## src/rtl/tdir_pkg.sv

```systemverilog
package tdir_pkg;

  // Extract w bits of a starting at bit lo.
  function automatic logic [63:0] field_of(input logic [63:0] a,
                                           input int unsigned lo,
                                           input int unsigned w);
    logic [63:0] mask;
    mask = (w >= 64) ? '1 : ((64'd1 << w) - 64'd1);
    return (a >> lo) & mask;
  endfunction

endpackage

```

## src/rtl/tdir_lookup.sv

```systemverilog
module tdir_lookup #(
  parameter int SETS  = 4,
  parameter int SET_W = 2,
  parameter int WAYS  = 4,
  parameter int WAY_W = 2,
  parameter int TAG_W = 28
) (
  input  logic             clk,
  input  logic             rst_n,
  input  logic [SET_W-1:0] lk_set,
  input  logic [TAG_W-1:0] lk_tag,
  input  logic             fill_en,
  input  logic [WAY_W-1:0] fill_way,
  output logic             hit,
  output logic [WAY_W-1:0] hit_way,
  output logic [WAYS-1:0]  valid_row
);

  logic [SETS-1:0][WAYS-1:0] valid_q;
  logic [WAYS-1:0]           match_vec;

  genvar w;
  for (w = 0; w < WAYS; w++) begin : g_way
    logic [TAG_W-1:0] tags [SETS];

    always_ff @(posedge clk) begin
      if (fill_en && (fill_way == WAY_W'(w))) tags[lk_set] <= lk_tag;
    end

    assign match_vec[w] = valid_q[lk_set][w] && (tags[lk_set] == lk_tag);
  end

  always_ff @(posedge clk) begin
    if (!rst_n) begin
      valid_q <= '0;
    end else if (fill_en) begin
      valid_q[lk_set][fill_way] <= 1'b1;
    end
  end

  assign valid_row = valid_q[lk_set];
  assign hit       = |match_vec;

  always_comb begin
    hit_way = '0;
    for (int i = 0; i < WAYS; i++) begin
      if (match_vec[i]) hit_way = WAY_W'(i);
    end
  end

  // A tag is only installed on a miss, so it can never appear twice in a set.
  assert_hit_onehot_R2: assert property (@(posedge clk) disable iff (!rst_n)
    $onehot0(match_vec));

endmodule

```

## src/rtl/tdir_repl.sv

```systemverilog
module tdir_repl #(
  parameter int SETS  = 4,
  parameter int SET_W = 2,
  parameter int WAYS  = 4,
  parameter int WAY_W = 2
) (
  input  logic             clk,
  input  logic             rst_n,
  input  logic             acc_en,
  input  logic             policy_lru,
  input  logic [SET_W-1:0] acc_set,
  input  logic             hit,
  input  logic [WAY_W-1:0] hit_way,
  input  logic [WAYS-1:0]  valid_row,
  output logic [WAY_W-1:0] victim_way
);

  // Rank per line: 0 = newest, WAYS-1 = oldest. Ranks of a set are a permutation.
  logic [SETS-1:0][WAYS-1:0][WAY_W-1:0] rank_q;
  logic                                 found_free;
  logic [WAY_W-1:0]                     touch_way;
  logic                                 touch_en;

  always_comb begin
    victim_way = '0;
    found_free = 1'b0;
    for (int i = 0; i < WAYS; i++) begin
      if (!found_free && !valid_row[i]) begin
        victim_way = WAY_W'(i);
        found_free = 1'b1;
      end
    end
    if (!found_free) begin
      for (int i = 0; i < WAYS; i++) begin
        if (rank_q[acc_set][i] == WAY_W'(WAYS - 1)) victim_way = WAY_W'(i);
      end
    end
  end

  // Fills always refresh; hits refresh only under LRU.
  assign touch_en  = acc_en && (!hit || policy_lru);
  assign touch_way = hit ? hit_way : victim_way;

  always_ff @(posedge clk) begin
    if (!rst_n) begin
      for (int s = 0; s < SETS; s++)
        for (int i = 0; i < WAYS; i++)
          rank_q[s][i] <= WAY_W'(WAYS - 1 - i);
    end else if (touch_en) begin
      for (int i = 0; i < WAYS; i++) begin
        if (WAY_W'(i) == touch_way)
          rank_q[acc_set][i] <= '0;
        else if (rank_q[acc_set][i] < rank_q[acc_set][touch_way])
          rank_q[acc_set][i] <= rank_q[acc_set][i] + 1'b1;
      end
    end
  end

  assert_fifo_hit_stable_R6: assert property (@(posedge clk) disable iff (!rst_n)
    (acc_en && hit && !policy_lru) |=> $stable(rank_q));

  assert_invalid_first_R5: assert property (@(posedge clk) disable iff (!rst_n)
    (acc_en && !hit && !(&valid_row)) |-> !valid_row[victim_way]);

endmodule

```

## src/rtl/tag_directory.sv

```systemverilog
module tag_directory
  import tdir_pkg::*;
#(
  parameter int ADDR_W   = 32,
  parameter int SET_BITS = 2,
  parameter int OFF_BITS = 2,
  parameter int WAYS     = 4,
  parameter int CNT_W    = 32,
  parameter int WAY_W    = (WAYS > 1) ? $clog2(WAYS) : 1
) (
  input  logic              clk,
  input  logic              rst_n,
  input  logic              req_valid,
  input  logic [ADDR_W-1:0] req_addr,
  input  logic              policy_lru,
  output logic              resp_valid,
  output logic              resp_hit,
  output logic [WAY_W-1:0]  resp_way,
  output logic [CNT_W-1:0]  miss_count
);

  localparam int SETS  = 1 << SET_BITS;
  localparam int TAG_W = ADDR_W - SET_BITS - OFF_BITS;
  localparam logic [CNT_W-1:0] CNT_MAX = '1;

  function automatic logic [CNT_W-1:0] sat_next(input logic [CNT_W-1:0] c);
    return (c == CNT_MAX) ? c : c + 1'b1;
  endfunction

  logic [TAG_W-1:0]    a_tag;
  logic [SET_BITS-1:0] a_set;
  logic                lk_hit;
  logic [WAY_W-1:0]    lk_way;
  logic [WAYS-1:0]     set_valid;
  logic [WAY_W-1:0]    victim_way;
  logic                miss_event;

  assign a_tag = TAG_W'(field_of(64'(req_addr), OFF_BITS + SET_BITS, TAG_W));
  assign a_set = SET_BITS'(field_of(64'(req_addr), OFF_BITS, SET_BITS));
  assign miss_event = req_valid && !lk_hit;

  tdir_lookup #(
    .SETS(SETS), .SET_W(SET_BITS), .WAYS(WAYS), .WAY_W(WAY_W), .TAG_W(TAG_W)
  ) u_lookup (
    .clk      (clk),
    .rst_n    (rst_n),
    .lk_set   (a_set),
    .lk_tag   (a_tag),
    .fill_en  (miss_event),
    .fill_way (victim_way),
    .hit      (lk_hit),
    .hit_way  (lk_way),
    .valid_row(set_valid)
  );

  tdir_repl #(
    .SETS(SETS), .SET_W(SET_BITS), .WAYS(WAYS), .WAY_W(WAY_W)
  ) u_repl (
    .clk       (clk),
    .rst_n     (rst_n),
    .acc_en    (req_valid),
    .policy_lru(policy_lru),
    .acc_set   (a_set),
    .hit       (lk_hit),
    .hit_way   (lk_way),
    .valid_row (set_valid),
    .victim_way(victim_way)
  );

  always_ff @(posedge clk) begin
    if (!rst_n) begin
      resp_valid <= 1'b0;
      resp_hit   <= 1'b0;
      resp_way   <= '0;
      miss_count <= '0;
    end else begin
      resp_valid <= req_valid;
      if (req_valid) begin
        resp_hit <= lk_hit;
        resp_way <= lk_hit ? lk_way : victim_way;
      end
      if (miss_event) miss_count <= sat_next(miss_count);
    end
  end

  assert_miss_count_step_R9: assert property (@(posedge clk) disable iff (!rst_n)
    (resp_valid && !resp_hit && ($past(miss_count) != CNT_MAX))
      |-> (miss_count == $past(miss_count) + 1'b1));

  assert_miss_count_hold_R9: assert property (@(posedge clk) disable iff (!rst_n)
    !(resp_valid && !resp_hit) |-> $stable(miss_count));

  assert_miss_count_sat_R9: assert property (@(posedge clk) disable iff (!rst_n)
    ($past(miss_count) == CNT_MAX) |-> (miss_count == CNT_MAX));

endmodule

```

## config.mk

```make
export PLATFORM = sky130hd
export DESIGN_NAME = tag_directory
export DESIGN_NICKNAME = d
export VERILOG_FILES = /design/src/rtl/tdir_pkg.sv /design/src/rtl/tdir_lookup.sv /design/src/rtl/tdir_repl.sv /design/src/rtl/tag_directory.sv
export SDC_FILE = /design/constraint.sdc
export NUM_CORES = 1
export LEC_CHECK = 0
export ABC_AREA = 1
export BUFFER_PORTS_ARGS = -buffer_cell sky130_fd_sc_hd__buf_2
export CAP_MARGIN = 20
export CORE_MARGIN = 2
export CORE_UTILIZATION = 55
export DETAILED_ROUTE_END_ITERATION = 6
export PLACE_DENSITY = 0.72
export REMOVE_ABC_BUFFERS = 1
export SLEW_MARGIN = 20
export SYNTH_ARGS = -nofsm -noshare
export SYNTH_HDL_FRONTEND = slang
export SYNTH_HIERARCHICAL = 1
export SYNTH_SLANG_ARGS = --single-unit
```

## constraint.sdc

```tcl
create_clock -name clk -period 10.9 [get_ports clk]
set_input_delay 1.635 -clock clk [delete_from_list [all_inputs] [get_ports clk]]
set_output_delay 1.635 -clock clk [all_outputs]
set_load 0.01 [all_outputs]
```

# Word level (Yosys, flattened, before mapping)
# Memories as Yosys holds them, arrays and structs flattened.
# Cells that the tools add are included.
# word_totals
inputBits	36
ramBits	448
memories	4
out_inout_bits	36
elab_cells	153
register_bits	84
# classes
magnitude_cmp	9
muxes	60
reduce_logical	26
add_sub_neg	5
eq_ne	15
n_bitwise	10
# mem_list
memory	depth	width	rd	rd_clocked_by_memory_dff	wr	line_no	source
u_lookup.g_way[0].tags	4	28	1	0	1	tdir_lookup.sv:24	logic [TAG_W-1:0] tags [SETS];
u_lookup.g_way[1].tags	4	28	1	0	1	tdir_lookup.sv:24	
u_lookup.g_way[2].tags	4	28	1	0	1	tdir_lookup.sv:24	
u_lookup.g_way[3].tags	4	28	1	0	1	tdir_lookup.sv:24	
# op_table
cell	n
32-bit two-way mux	14
32-bit bitwise AND	4
32-bit bitwise mux	4
32-bit inverter	4
28-bit == test	4
8-bit demux with 2-bit select	4
32-bit by 1-bit adder with 32-bit output, second input constant	1
32-bit == test, second input constant	1
2-bit two-way mux	12
8-bit binary-select mux with 2-bit select	1
8-bit two-way mux	2
16-bit bitwise OR	1
1-bit logical AND	15
1-bit two-way mux	15
2-bit == test, second input constant	6
4-bit two-way mux	3
2-bit by 3-bit < comparator with 1-bit output, second input constant	3
2-bit by 1-bit adder with 2-bit output, second input constant	4
4-bit binary-select mux with 2-bit select	1
4-bit demux with 2-bit select	1
2-bit < comparator	4
1-bit zero test	6
6-bit two-way mux	1
2-bit binary-select mux with 2-bit select	1
10 further kinds	13

# Depth between registers and ports, before layout
# logic_depth
word_depth	37
depth_mapped	30
depth_no_buf	27

# Hierarchy
# Netlist, hierarchy kept.
# by_module_without_submodules
module	area_per_inst_um2	n_inst	cells_per_inst
tdir_lookup	20178.1	1	2088
tdir_repl	2672.6	1	486
tag_directory	2260.9	1	363

# Worst setup path after synthesis
# No wires, ideal clock.
# synth_timing
path_kind	input port to flip-flop
start	input port req_addr[2]
end	memory u_lookup.g_way[3].tags[0][0], enable pin
cell_stages	25
required_ns	10.486
path_slack_ns	5.672
arrival_time_ns	4.814
cell_sequence	buf_6 -> inv_2 -> buf_6 -> buf_4 -> nand2_1 -> nand2_1 -> nand2_1 -> nand2_1 -> nand2_1 -> o21ai_1 -> nor2_1 -> nand2_1 -> nor2_1 -> nand2_1 -> nor2_1 -> nor2_1 -> nand2_1 -> inv_1 -> nand2_2 -> inv_2 -> buf_2 -> nand2_1 -> nor2_1 -> inv_1 -> nor2_1
# synth_via
word_cells_on_any_way	47
classes_between	eq/ne (9); mux (18); reduce/logical (16); memory (4)
# synth_lines
item	line_no	source
from (decl)	tag_directory.sv:14	input logic [ADDR_W-1:0] req_addr,
memory 4 x 28 bit or 4-bit binary-select mux with 2-bit select (tied branches)	-	
28-bit == test or 4-bit two-way mux (tied branches)	tdir_lookup.sv:30	assign match_vec[w] = valid_q[lk_set][w] && (tags[lk_set] == lk_tag);
1-bit logical AND	tdir_lookup.sv:30	
4-bit OR reduction *	tdir_lookup.sv:42	assign hit = |match_vec;
via lk_hit	tag_directory.sv:32	logic lk_hit;
1-bit zero test *	tag_directory.sv:40	assign miss_event = req_valid && !lk_hit;
1-bit logical AND *	tag_directory.sv:40	
via miss_event	tag_directory.sv:36	logic miss_event;
1-bit logical AND *	tdir_lookup.sv:27	if (fill_en && (fill_way == WAY_W'(w))) tags[lk_set] <= lk_tag;
1-bit two-way mux *	tdir_lookup.sv:27	
1-bit two-way mux (implied by the code) *	tdir_lookup.sv:27	
to (decl)	tdir_lookup.sv:24	
# Mark *: on every way through the listed nets, which the timed path passes. The rest lies on a longest branch. The select of a mux whose other input is x is not followed.

# Worst setup path after layout
# layout_timing
start	input port req_addr[2]
end	memory u_lookup.g_way[2].tags[0][22], enable pin
# layout_via
word_cells_on_any_way	47
classes_between	eq/ne (9); mux (18); reduce/logical (16); memory (4)
# layout_lines
item	line_no
memory 4 x 28 bit or 4-bit binary-select mux with 2-bit select (tied branches)	-
28-bit == test or 4-bit two-way mux (tied branches)	tdir_lookup.sv:30
1-bit logical AND	tdir_lookup.sv:30
4-bit OR reduction *	tdir_lookup.sv:42
via lk_hit	tag_directory.sv:32
1-bit zero test *	tag_directory.sv:40
1-bit logical AND *	tag_directory.sv:40
1-bit logical AND *	tdir_lookup.sv:27
1-bit two-way mux *	tdir_lookup.sv:27
1-bit two-way mux (implied by the code) *	tdir_lookup.sv:27
to (decl)	tdir_lookup.sv:24
# Marks and branches as above.

==> flow_metrics.tcl <==
set metrics [dict create \
    wl_per_cell_um 17.8 \
    num_io_pins 72 \
    crit_path_max_incr_delay_ns 0.66 \
    min_path_cells 2 \
    root_buffer "clkbuf_16" \
    post-dp-hpwl_um 37900 \
    tightest_slew_ns 0.955 \
    cp.arrival_ns 6.90 \
    start_kind "input port" \
    crit_family "simple AND/OR/NAND/NOR gates" \
    synth_top_family_by_area "simple AND/OR/NAND/NOR gates" \
    switchingPower_mw 1.06 \
    maxCapViolations 0 \
    synth_area_leader_cell "edfxtp_1" \
    r2r_cells 18 \
    vias_per_cell 5.44 \
    drive_gt1_share_pct 8.38 \
    cts_resized 0 \
    synth.top_cells.by_area "edfxtp_1, nand2_1, dfxtp_1, nor2_1, nand3_1" \
    synth-simple-area-share_pct 33.3 \
    clk_pin_slew_ns 0.06 \
    postCtsHoldBufs 0 \
    crit_type "input port to flip-flop" \
    status "completed" \
    grt_setup_unrepaired "no" \
    drc 0 \
    cp_common_cell "nand2_1" \
    setup_viol 0 \
    async_flop_share_pct 0 \
    grt_util_all_layers_pct 27.3 \
    hold_viol_final 0 \
    synth_top_area_share_pct 53.6 \
    wirelength_um 64700 \
    syn_area_um2 25100 \
    dieHeight_um 218 \
    finalCriticalPeriod_ns 6.64 \
    postCtsSetupRepairBufs 0 \
    dr_total_vias 19800 \
    cts.sinks 532 \
    synth.avg_cell_area_um2 8.55 \
    final_nets 3030 \
    start_util_pct 55.6 \
    max-clock-path-buffers 3 \
    slew_violations 0 \
    synth_mux_area_share_pct 0 \
    dr.pass1.iters 6 \
    cts_made_buffers 54 \
    leakagePower_nw 12.2 \
    dp_cells 3533 \
    clkLatencyLatePin_ns 0.62 \
    vdd_drop_max_mv 0.121 \
    pwr-share-comb_pct 8.8 \
    fin_crit_sh_pct 60.9 \
    dieArea_um2 47400 \
    yosysMostFrequentCell "nand2_1" \
    seqPwrFrac_pct 50.8 \
    cp_num_buf_inv 6 \
    fmax_ghz 0.151 \
    internal-power_mw 3.36 \
    ff2ff_setup_slack_ns 6.57 \
    ant_nets 0 \
    grt_pass1_vias 18400 \
    cp-end-kind "flip-flop" \
    power_density_nw_per_um2 160 \
    ys_seq_area_share_pct 60.3 \
    core-area_um2 45200 \
    ys_ff_latch 532 \
    grt_pass1_wl_um 99700 \
    antenna_found_initial 4 \
    synth_common_cells "nand2_1, edfxtp_1, nor2_1, nand3_1, inv_1" \
    gp_congestion 0.902 \
    yosysWarnings 6 \
    synth_ff_type "edfxtp_1" \
    cp_cell_sequence "buf_6 -> buf_4 -> buf_4 -> nand2_1 -> nand2_1 -> nand2_1 -> nand2_1 -> nand2_1 -> nand2_1 -> nor2_1 -> nand2_1 -> nor2_1 -> nand2_1 -> nor2_1 -> nor2_1 -> nand2_1 -> inv_1 -> nand2_2 -> inv_2 -> nand3_1 -> nor2_4 -> buf_4" \
    io_buffers 69 \
    fillers 3766 \
    cp.depth 22 \
    grt_max_degree 187 \
    synth_edf_count 448 \
    synth_cells 2937 \
    synth_xor_area_share_pct 0.0349 \
    synth-compound-area-share_pct 1.78 \
    pwr-share-clk_pct 40.4 \
    design_area_um2 27700 \
    placed_area_um2 26000 \
    instances_no_fill 3632 \
    synth_fa_ha_area_share_pct 0.249 \
    grt.overflow.total 0 \
    switching_share_pct 24.1 \
    slew_headroom_pct 36.3 \
    cp_slowest_cell "buf_4" \
    required_ns 11.16 \
    htreeDepth 2 \
    cts_tree "built" \
    finalWorstSetupSlack_ns 4.26 \
    rows 78 \
    die_x_um 218 \
    cp_max_fo 72 \
    skew_ns 0.0208 \
    post-place-ws_ns 3.76 \
    area_delta_synth_final_pct 10.3 \
    drtIter0Drc 2076 \
    timing.setup.tns_ns 0 \
    ys_types 39 \
    hold_path.class "flip-flop to flip-flop" \
]
-- logic make-up after synthesis --
group / count (synthesis)
compound gates: 80
xor+xnor: 1
fa+ha+maj: 5
buf+inv: 243
flops: 532
simple gates: 2076
-- tightest hold or removal path, cell delays in order, from the launching register on --
cell and delay, ns:
dfxtp_1 0.32, nor2_1 0.05, nor2_1 0.07
-- per-stage QoR --
step	hold WS (ns)	utilization, %	power (mW)
final	0.472	61.3	4.42
after global routing	0.494	61.3	4.58
after CTS	0.470	61.3	4.45
after detailed placement	0.456	57.5	2.67
after global placement	0.449	57.5	2.66
after floorplan	0.440	-	2.52
-- metal layers --
metal	part of all wire, %	track usage, %	vias to the layer above
met5	0.040	0	-
met4	3.5	10.8	4
met3	8.2	4.62	148
met2	47	44.2	798
met1	41	37.0	9235
li1	-	-	9582
-- cell usage in the layout (no fill, tap or decap), types with 6 or more instances in the layout --
master and instances:
nand4_1 11, nor2_2 9, nor2_4 19, clkbuf_1 20
edfxtp_1 448, clkinv_2 7, nand3_1 201, o21ai_1 10
nor3_1 8, nand2_2 24, nor2_1 260, nand2_1 1516
clkinv_1 6, nand3_2 17, dfxtp_1 84, buf_2 67
inv_1 137, buf_4 24, a21oi_1 46, inv_2 7
clkbuf_16 54
-- power groups by stage --
stage	clock network (mW)	logic, mW	registers, mW
2_1_floorplan	0	0.235	2.29
3_3_place_gp	0	0.373	2.29
3_5_place_dp	0	0.384	2.29
4_1_cts	1.81	0.386	2.25
5_1_grt	1.89	0.436	2.25
6_report	1.79	0.390	2.25
-- state kept, by name (all words and copies together) (netlist names) --
register,count
resp_way,2
miss_count,32
u_repl/rank_q,32
u_lookup/valid_q,16
u_lookup/g_way.tags,448
resp_hit,1
resp_valid,1
-- cell type report --
class / instances / area [um2] / share of cell area (%)
Tap cell: 600 / 751 / 2.71
Clock inverter: 21 / 244 / 0.881
Inverter: 146 / 556 / 2.01
Clock buffer: 76 / 1450 / 5.22
Antenna cell: 2 / 5.00 / 0.0181
Multi-Input combinational cell: 2162 / 9020 / 32.6
Sequential cell: 532 / 15100 / 54.6
Timing Repair Buffer: 93 / 547 / 1.97
-- path summary, 6_finish.rpt --
check	end	from
max	u_lookup/g_way[2].tags[0][22]	req_addr[2]
min	u_lookup/valid_q[5]	u_lookup/valid_q[5]
max reg2reg	u_lookup/g_way[2].tags[0][22]	u_lookup/g_way[3].tags[2][1]
min reg2reg	u_lookup/valid_q[5]	u_lookup/valid_q[5]
(Power assumes the default switching activity.)
